[config.mk]
export PLATFORM = sky130hd
export DESIGN_NAME = fsg_top
export DESIGN_NICKNAME = d
export VERILOG_FILES = /design/src/rtl/fsg_pkg.sv /design/src/rtl/fsg_bclk_src.sv /design/src/rtl/fsg_frame_ctr.sv /design/src/rtl/fsg_sync_out.sv /design/src/rtl/fsg_top.sv
export SDC_FILE = /design/constraint.sdc
export NUM_CORES = 1
export LEC_CHECK = 0
export BUFFER_PORTS_ARGS = -buffer_cell sky130_fd_sc_hd__buf_2
export CORE_MARGIN = 8
export CORE_UTILIZATION = 57
export CTS_BUF_LIST = sky130_fd_sc_hd__clkbuf_2 sky130_fd_sc_hd__clkbuf_4 sky130_fd_sc_hd__clkbuf_8
export CTS_CLUSTER_DIAMETER = 60
export DETAILED_ROUTE_END_ITERATION = 16
export GPL_ROUTABILITY_DRIVEN = 1
export PLACE_DENSITY_LB_ADDON = 0.15
export SYNTH_ARGS = -nofsm -noshare
export SYNTH_HDL_FRONTEND = slang
export SYNTH_SLANG_ARGS = --single-unit
[constraint.sdc]
create_clock -name clk -period 4 [get_ports clk]
set_input_delay 0.8 -clock clk [delete_from_list [all_inputs] [get_ports clk]]
set_output_delay 0.8 -clock clk [all_outputs]
set_load 0.01 [all_outputs]
[src/rtl/fsg_pkg.sv]
package fsg_pkg;
  localparam int unsigned FSG_CNT_W       = 8;
  localparam int unsigned FSG_DIV_W       = 8;
  localparam int unsigned FSG_SYNC_STAGES = 2;

  typedef enum logic {
    BCLK_INTERNAL = 1'b0,
    BCLK_EXTERNAL = 1'b1
  } bclk_src_e;
endpackage

[src/rtl/fsg_bclk_src.sv]
module fsg_bclk_src
  import fsg_pkg::*;
#(
  parameter int unsigned DIV_W       = FSG_DIV_W,
  parameter int unsigned SYNC_STAGES = FSG_SYNC_STAGES
) (
  input  logic             clk,
  input  logic             rst_n,
  input  logic             gen_en,
  input  logic             src_sel,
  input  logic [DIV_W-1:0] div_ratio,
  input  logic             ext_pin,
  output logic             tick_o
);
  localparam int unsigned LAST = SYNC_STAGES - 1;

  bclk_src_e        src;
  logic [DIV_W-1:0] dcnt_q, dcnt_d;
  logic [LAST:0]    sync_q, sync_d;
  logic             prev_q;
  logic             int_tick, ext_tick;

  assign src = bclk_src_e'(src_sel);

  // synchroniser chain for the asynchronous external bit clock
  assign sync_d[0] = ext_pin;
  for (genvar g = 1; g < SYNC_STAGES; g++) begin : g_sync
    assign sync_d[g] = sync_q[g-1];
  end

  // divider next state: free-running only while the generator is enabled
  always_comb begin
    if (!gen_en)                dcnt_d = '0;
    else if (dcnt_q == div_ratio) dcnt_d = '0;
    else                        dcnt_d = dcnt_q + 1'b1;
  end

  assign int_tick = gen_en && (dcnt_q == div_ratio);
  assign ext_tick = gen_en && sync_q[LAST] && !prev_q;

  always_comb begin
    case (src)
      BCLK_EXTERNAL: tick_o = ext_tick;
      default:       tick_o = int_tick;
    endcase
  end

  always_ff @(posedge clk or negedge rst_n) begin
    if (!rst_n) begin
      dcnt_q <= '0;
      sync_q <= '0;
      prev_q <= 1'b0;
    end else begin
      dcnt_q <= dcnt_d;
      sync_q <= sync_d;
      prev_q <= sync_q[LAST];
    end
  end
endmodule

[src/rtl/fsg_frame_ctr.sv]
module fsg_frame_ctr
  import fsg_pkg::*;
#(
  parameter int unsigned CNT_W = FSG_CNT_W
) (
  input  logic             clk,
  input  logic             rst_n,
  input  logic             run,
  input  logic             tick,
  input  logic [CNT_W-1:0] per_field,
  input  logic [CNT_W-1:0] wid_field,
  output logic [CNT_W-1:0] pos_o,
  output logic             act_o,
  output logic             start_o
);
  logic [CNT_W-1:0] pos_q, pos_d, pos_nx;
  logic             primed_q, primed_d;
  logic             act_q, act_d;
  logic             start_q, start_d;

  // position the next tick moves to; first tick after release is zero
  always_comb begin
    if (!primed_q)               pos_nx = '0;
    else if (pos_q >= per_field) pos_nx = '0;
    else                         pos_nx = pos_q + 1'b1;
  end

  always_comb begin
    pos_d    = pos_q;
    primed_d = primed_q;
    act_d    = act_q;
    start_d  = 1'b0;
    if (!run) begin
      pos_d    = '0;
      primed_d = 1'b0;
      act_d    = 1'b0;
    end else if (tick) begin
      pos_d    = pos_nx;
      primed_d = 1'b1;
      act_d    = (pos_nx <= wid_field);
      start_d  = (pos_nx == '0);
    end
  end

  always_ff @(posedge clk or negedge rst_n) begin
    if (!rst_n) begin
      pos_q    <= '0;
      primed_q <= 1'b0;
      act_q    <= 1'b0;
      start_q  <= 1'b0;
    end else begin
      pos_q    <= pos_d;
      primed_q <= primed_d;
      act_q    <= act_d;
      start_q  <= start_d;
    end
  end

  assign pos_o   = pos_q;
  assign act_o   = act_q;
  assign start_o = start_q;
endmodule

[src/rtl/fsg_sync_out.sv]
module fsg_sync_out (
  input  logic clk,
  input  logic rst_n,
  input  logic act,
  input  logic start,
  input  logic pol,
  output logic fsync_o,
  output logic start_o
);
  logic fs_q, fs_d;
  logic st_q;

  assign fs_d = pol ? !act : act;

  always_ff @(posedge clk or negedge rst_n) begin
    if (!rst_n) begin
      fs_q <= 1'b0;
      st_q <= 1'b0;
    end else begin
      fs_q <= fs_d;
      st_q <= start;
    end
  end

  assign fsync_o = fs_q;
  assign start_o = st_q;
endmodule

[src/rtl/fsg_top.sv]
module fsg_top
  import fsg_pkg::*;
#(
  parameter int unsigned CNT_W       = FSG_CNT_W,
  parameter int unsigned DIV_W       = FSG_DIV_W,
  parameter int unsigned SYNC_STAGES = FSG_SYNC_STAGES
) (
  input  logic             clk,
  input  logic             rst_n,
  input  logic             gen_en,
  input  logic             fs_en,
  input  logic             src_sel,
  input  logic             ext_bclk,
  input  logic [DIV_W-1:0] div_ratio,
  input  logic [CNT_W-1:0] per_field,
  input  logic [CNT_W-1:0] wid_field,
  input  logic             sync_pol,
  output logic             fsync,
  output logic             frame_start
);
  logic             bclk_tick;
  logic             frame_run;
  logic [CNT_W-1:0] frame_pos;
  logic             frame_act;
  logic             frame_first;

  // frame sync only runs once the generator is also released
  assign frame_run = gen_en && fs_en;

  fsg_bclk_src #(.DIV_W(DIV_W), .SYNC_STAGES(SYNC_STAGES)) u_src (
    .clk      (clk),
    .rst_n    (rst_n),
    .gen_en   (gen_en),
    .src_sel  (src_sel),
    .div_ratio(div_ratio),
    .ext_pin  (ext_bclk),
    .tick_o   (bclk_tick)
  );

  fsg_frame_ctr #(.CNT_W(CNT_W)) u_ctr (
    .clk      (clk),
    .rst_n    (rst_n),
    .run      (frame_run),
    .tick     (bclk_tick),
    .per_field(per_field),
    .wid_field(wid_field),
    .pos_o    (frame_pos),
    .act_o    (frame_act),
    .start_o  (frame_first)
  );

  fsg_sync_out u_out (
    .clk    (clk),
    .rst_n  (rst_n),
    .act    (frame_act),
    .start  (frame_first),
    .pol    (sync_pol),
    .fsync_o(fsync),
    .start_o(frame_start)
  );
endmodule

==> key figures <==
Drt
  • Antenna Nets Post-Route: 0
  • Starting DRT DRC Count: between 70 and 80
  • DR WL/cell: 14.5 um
  • Drt via density: 5.65
  • Via count: roughly 1400
  • Final WL: between 3 and 4 mm
  • First-pass detailed-route iteration total: 4
  • Drt drc: 0

CTS
  • CTS Hold Bufs: 0
  • CTS tree: built
  • CTS clk-pin slew, worst paths: 0.14 ns
  • Skew-Pair Late Insertion Delay: approximately 0.32 ns
  • Sink Count: 24
  • Root Buffer: clkbuf_4
  • CTS H-tree lvls: 1
  • Clock Path Buffers: 2
  • CTS Buf Count: 3
  • Cts repair resizes: 0
  • Setup Fix Bufs, Post-CTS: 0

Pwr
  • Power per cell area: around 260 nW/um^2
  • Tot Pwr: 0.000490 W
  • Peak supply drop: roughly 0.00026 V
  • Pleak: roughly 0.96 nW

STA
  • Hold Violations, Final: 0
  • Skew final: just over 0.008 ns
  • Slew Limit Fails: 0
  • RSZ-0062 raised after global routing: no
  • Fin crit period: 3.47 ns
  • Final setup vio count: 0
  • Tightest Pin Transition: between 0.8 and 0.9 ns
  • Final Cycle Share: 0.868
  • Setup TNS Final: 0 ns
  • Max Fclk: ~0.29 GHz
  • Max-Slew Margin vs Limit: 0.461
  • Final WS setup: approximately 0.53 ns

Logic synthesis
  • Register area share after synthesis: 0.367
  • YS warnings: 0
  • Net Count, Synth: ~230
  • Cells after synthesis: 183
  • Share of the synthesized area in the top cell type: 0.367
  • Ys async rst share: 1.00
  • Count leader, synth: nor2_1
  • Number of synthesized flops with an enable pin: 0
  • Prevailing post-synth register cell: dfrtp_1
  • Post-synthesis register bit count: 24
  • Syn avg cell area: 8.95 um^2
  • Synth cell types: 34
  • Top cells by area, synth: dfrtp_1 (37%), ha_1 (13%), xor2_1 (9.6%), nor2_1 (6.4%), nand3_1 (4.3%)
  • Largest area contributor in the netlist: dfrtp_1
  • Most frequent cells after synthesis: nor2_1 (28), dfrtp_1 (24), xor2_1 (18), ha_1 (17), inv_1 (17)
  • Synthesized cell area: between 1500 and 2000 um^2

Critical path
  • FF-to-FF path depth: 12
  • Crit path buf inv count: 0
  • CP Class: flop to flop
  • Max stage delay on crit path: between 0.7 and 0.8 ns
  • R2r endpoint: u_ctr.act_o
  • Crit path cell chain: ha_1 > o21a_1 > a21oi_1 > o31ai_2 > nor2_1 > ha_1 > a21oi_1 > o21ai_0 > or3_1 > o22ai_1 > nand4_1 > a311oi_1
  • Crit path required time: 4.24 ns
  • Worst EP arrival: 3.72 ns
  • CP Max Fanout: 13
  • Startpoint Class: flop
  • Critical Path End Type: flop
  • Reg-to-Reg Start: u_ctr.pos_o[4]
  • Reg-to-reg slack, setup: ~0.53 ns
  • Slowest CP cell: o31ai_2
  • CP delay by family, top: compound AO/OA/AOI/OAI gates

Finish
  • Syn-to-layout area delta: 13.7%
  • Nets: roughly 260
  • ANT cells: 0
  • Fraction of layout cells with a size suffix above 1: 0.184

Flow run
  • Max-cap violations: 0

GRT
  • Vias in the first global route: 1392
  • Grt ovf: 0
  • First-pass GRT wire length: ~6.1 mm
  • Largest net degree at the start of global routing: 25
  • Antenna violations before repair: 0
  • Gr usage total: 0.149

Place
  • Port Buffers: 32
  • GPL Wtd Cong: 0.815
  • DP HPWL: ~2.8 mm
  • Pre-CTS WS: 0.196 ns

Floorplan
  • Initial core utilization: 0.599
  • IO Pins: 33
  • Std-Cell Core Area: between 2000 and 3000 um^2
  • Die Y: about 70 um
  • Die area: between 4000 and 5000 um^2
  • Row count: 19
  • Die width: between 60 and 70 um

Worst hold path
  • Worst Hold End: u_out.start_o
  • Worst hold path type: flop to flop
  • Hold Crit Depth: 0
  • Hold Path Origin: u_ctr.start_o

Run status
  • Outcome: finished clean
through the flow:
step | hold slack (ns) | cell area (um^2) | instances | util
5_1_grt | 0.380 | 1860 | 243 | 0.681
6_report | 0.364 | 1860 | 243 | 0.681
3_5_place_dp | 0.336 | 1810 | 239 | 0.662
3_3_place_gp | 0.332 | 1810 | 239 | 0.662
2_1_floorplan | 0.331 | 1640 | 183 | -
4_1_cts | 0.368 | 1860 | 243 | 0.681
state kept, by name, indices dropped and copies added (netlist names):
register,flops
u_src.prev_q,1
u_out.fsync_o,1
u_out.start_o,1
u_ctr.start_o,1
u_src.sync_q,2
u_ctr.primed_q,1
u_ctr.act_o,1
u_src.dcnt_q,8
u_ctr.pos_o,8
metal layers:
layer / GRT usage / share of wire / vias up
li1: - / - / 683
met1: 0.172 / 0.44 / 659
met2: 0.262 / 0.51 / 27
met3: 0.0329 / 0.042 / 4
met4: 0.0478 / 0.010 / 0
met5: 0 / 0 / -
layout by cell type, fill, tap and decap left out, drive strengths merged:
master	n
o211ai	1
nor3	1
o31ai	2
o21ai	3
nand4	2
nor3b	1
o22ai	1
nand2b	2
nand3b	1
or3	3
nand3	14
clkbuf	3
nor2b	1
o21a	1
nand2	7
o2111a	1
a311oi	1
buf	32
xor2	18
dfrtp	24
a31oi	1
mux2i	6
ha	17
and4b	1
and3	5
nor2	28
inv	17
xnor2	5
a21oi	6
or4	2
bufinv	1
nor4	3
a31o	1
worst max-delay path by stage:
stage,from,to,slack (ns),depth (start not counted)
floorplan,per_field[1],u_ctr.act_o,0.60,14
global placement,per_field[3],u_ctr.act_o,0.37,14
detailed placement,per_field[3],u_ctr.act_o,0.20,14
CTS,u_ctr.pos_o[4],u_ctr.act_o,0.51,12
global route,u_ctr.pos_o[4],u_ctr.act_o,0.22,12
finish,u_ctr.pos_o[4],u_ctr.act_o,0.53,12
kinds of logic (layout without fill, tap and decap cells):
group / after synthesis / after routing / synth area share
buffers and inverters: 24 / 53 / 0.0558
DFF: 24 / 24 / 0.367
muxes: 6 / 6 / 0.0367
xor gates and xnor gates: 23 / 23 / 0.123
adders and majority gates: 17 / 17 / 0.130
and+or+nand+nor: 71 / 71 / 0.212
AOI/OAI and AO/OA: 18 / 18 / 0.0764
worst reg2reg max path, cell delays in order, from the launching register on:
cell      delay (ns)
dfrtp_1         0.54
ha_1            0.34
o21a_1          0.11
a21oi_1         0.08
o31ai_2         0.72
nor2_1          0.18
ha_1            0.34
a21oi_1         0.14
o21ai_0         0.11
or3_1           0.35
o22ai_1         0.13
nand4_1         0.11
a311oi_1        0.25
layout make-up:
class,instances,area (um^2)
clock buffers,3,22.5
clock inverters,1,30.0
fillers,240,872
inverters,17,63.8
multi-input cells,135,946
flip-flops and latches,24,601
well taps,31,38.8
repair buffers,32,160
power by group:
part	switching (W)	internal [W]	total, W
Combinational	0.0000306	0.0000263	0.0000569
Clock	0.0000784	0.000101	0.000180
Sequential	0.00000494	0.000248	0.000253
No activity file was read; power rests on OpenSTA's default activity.
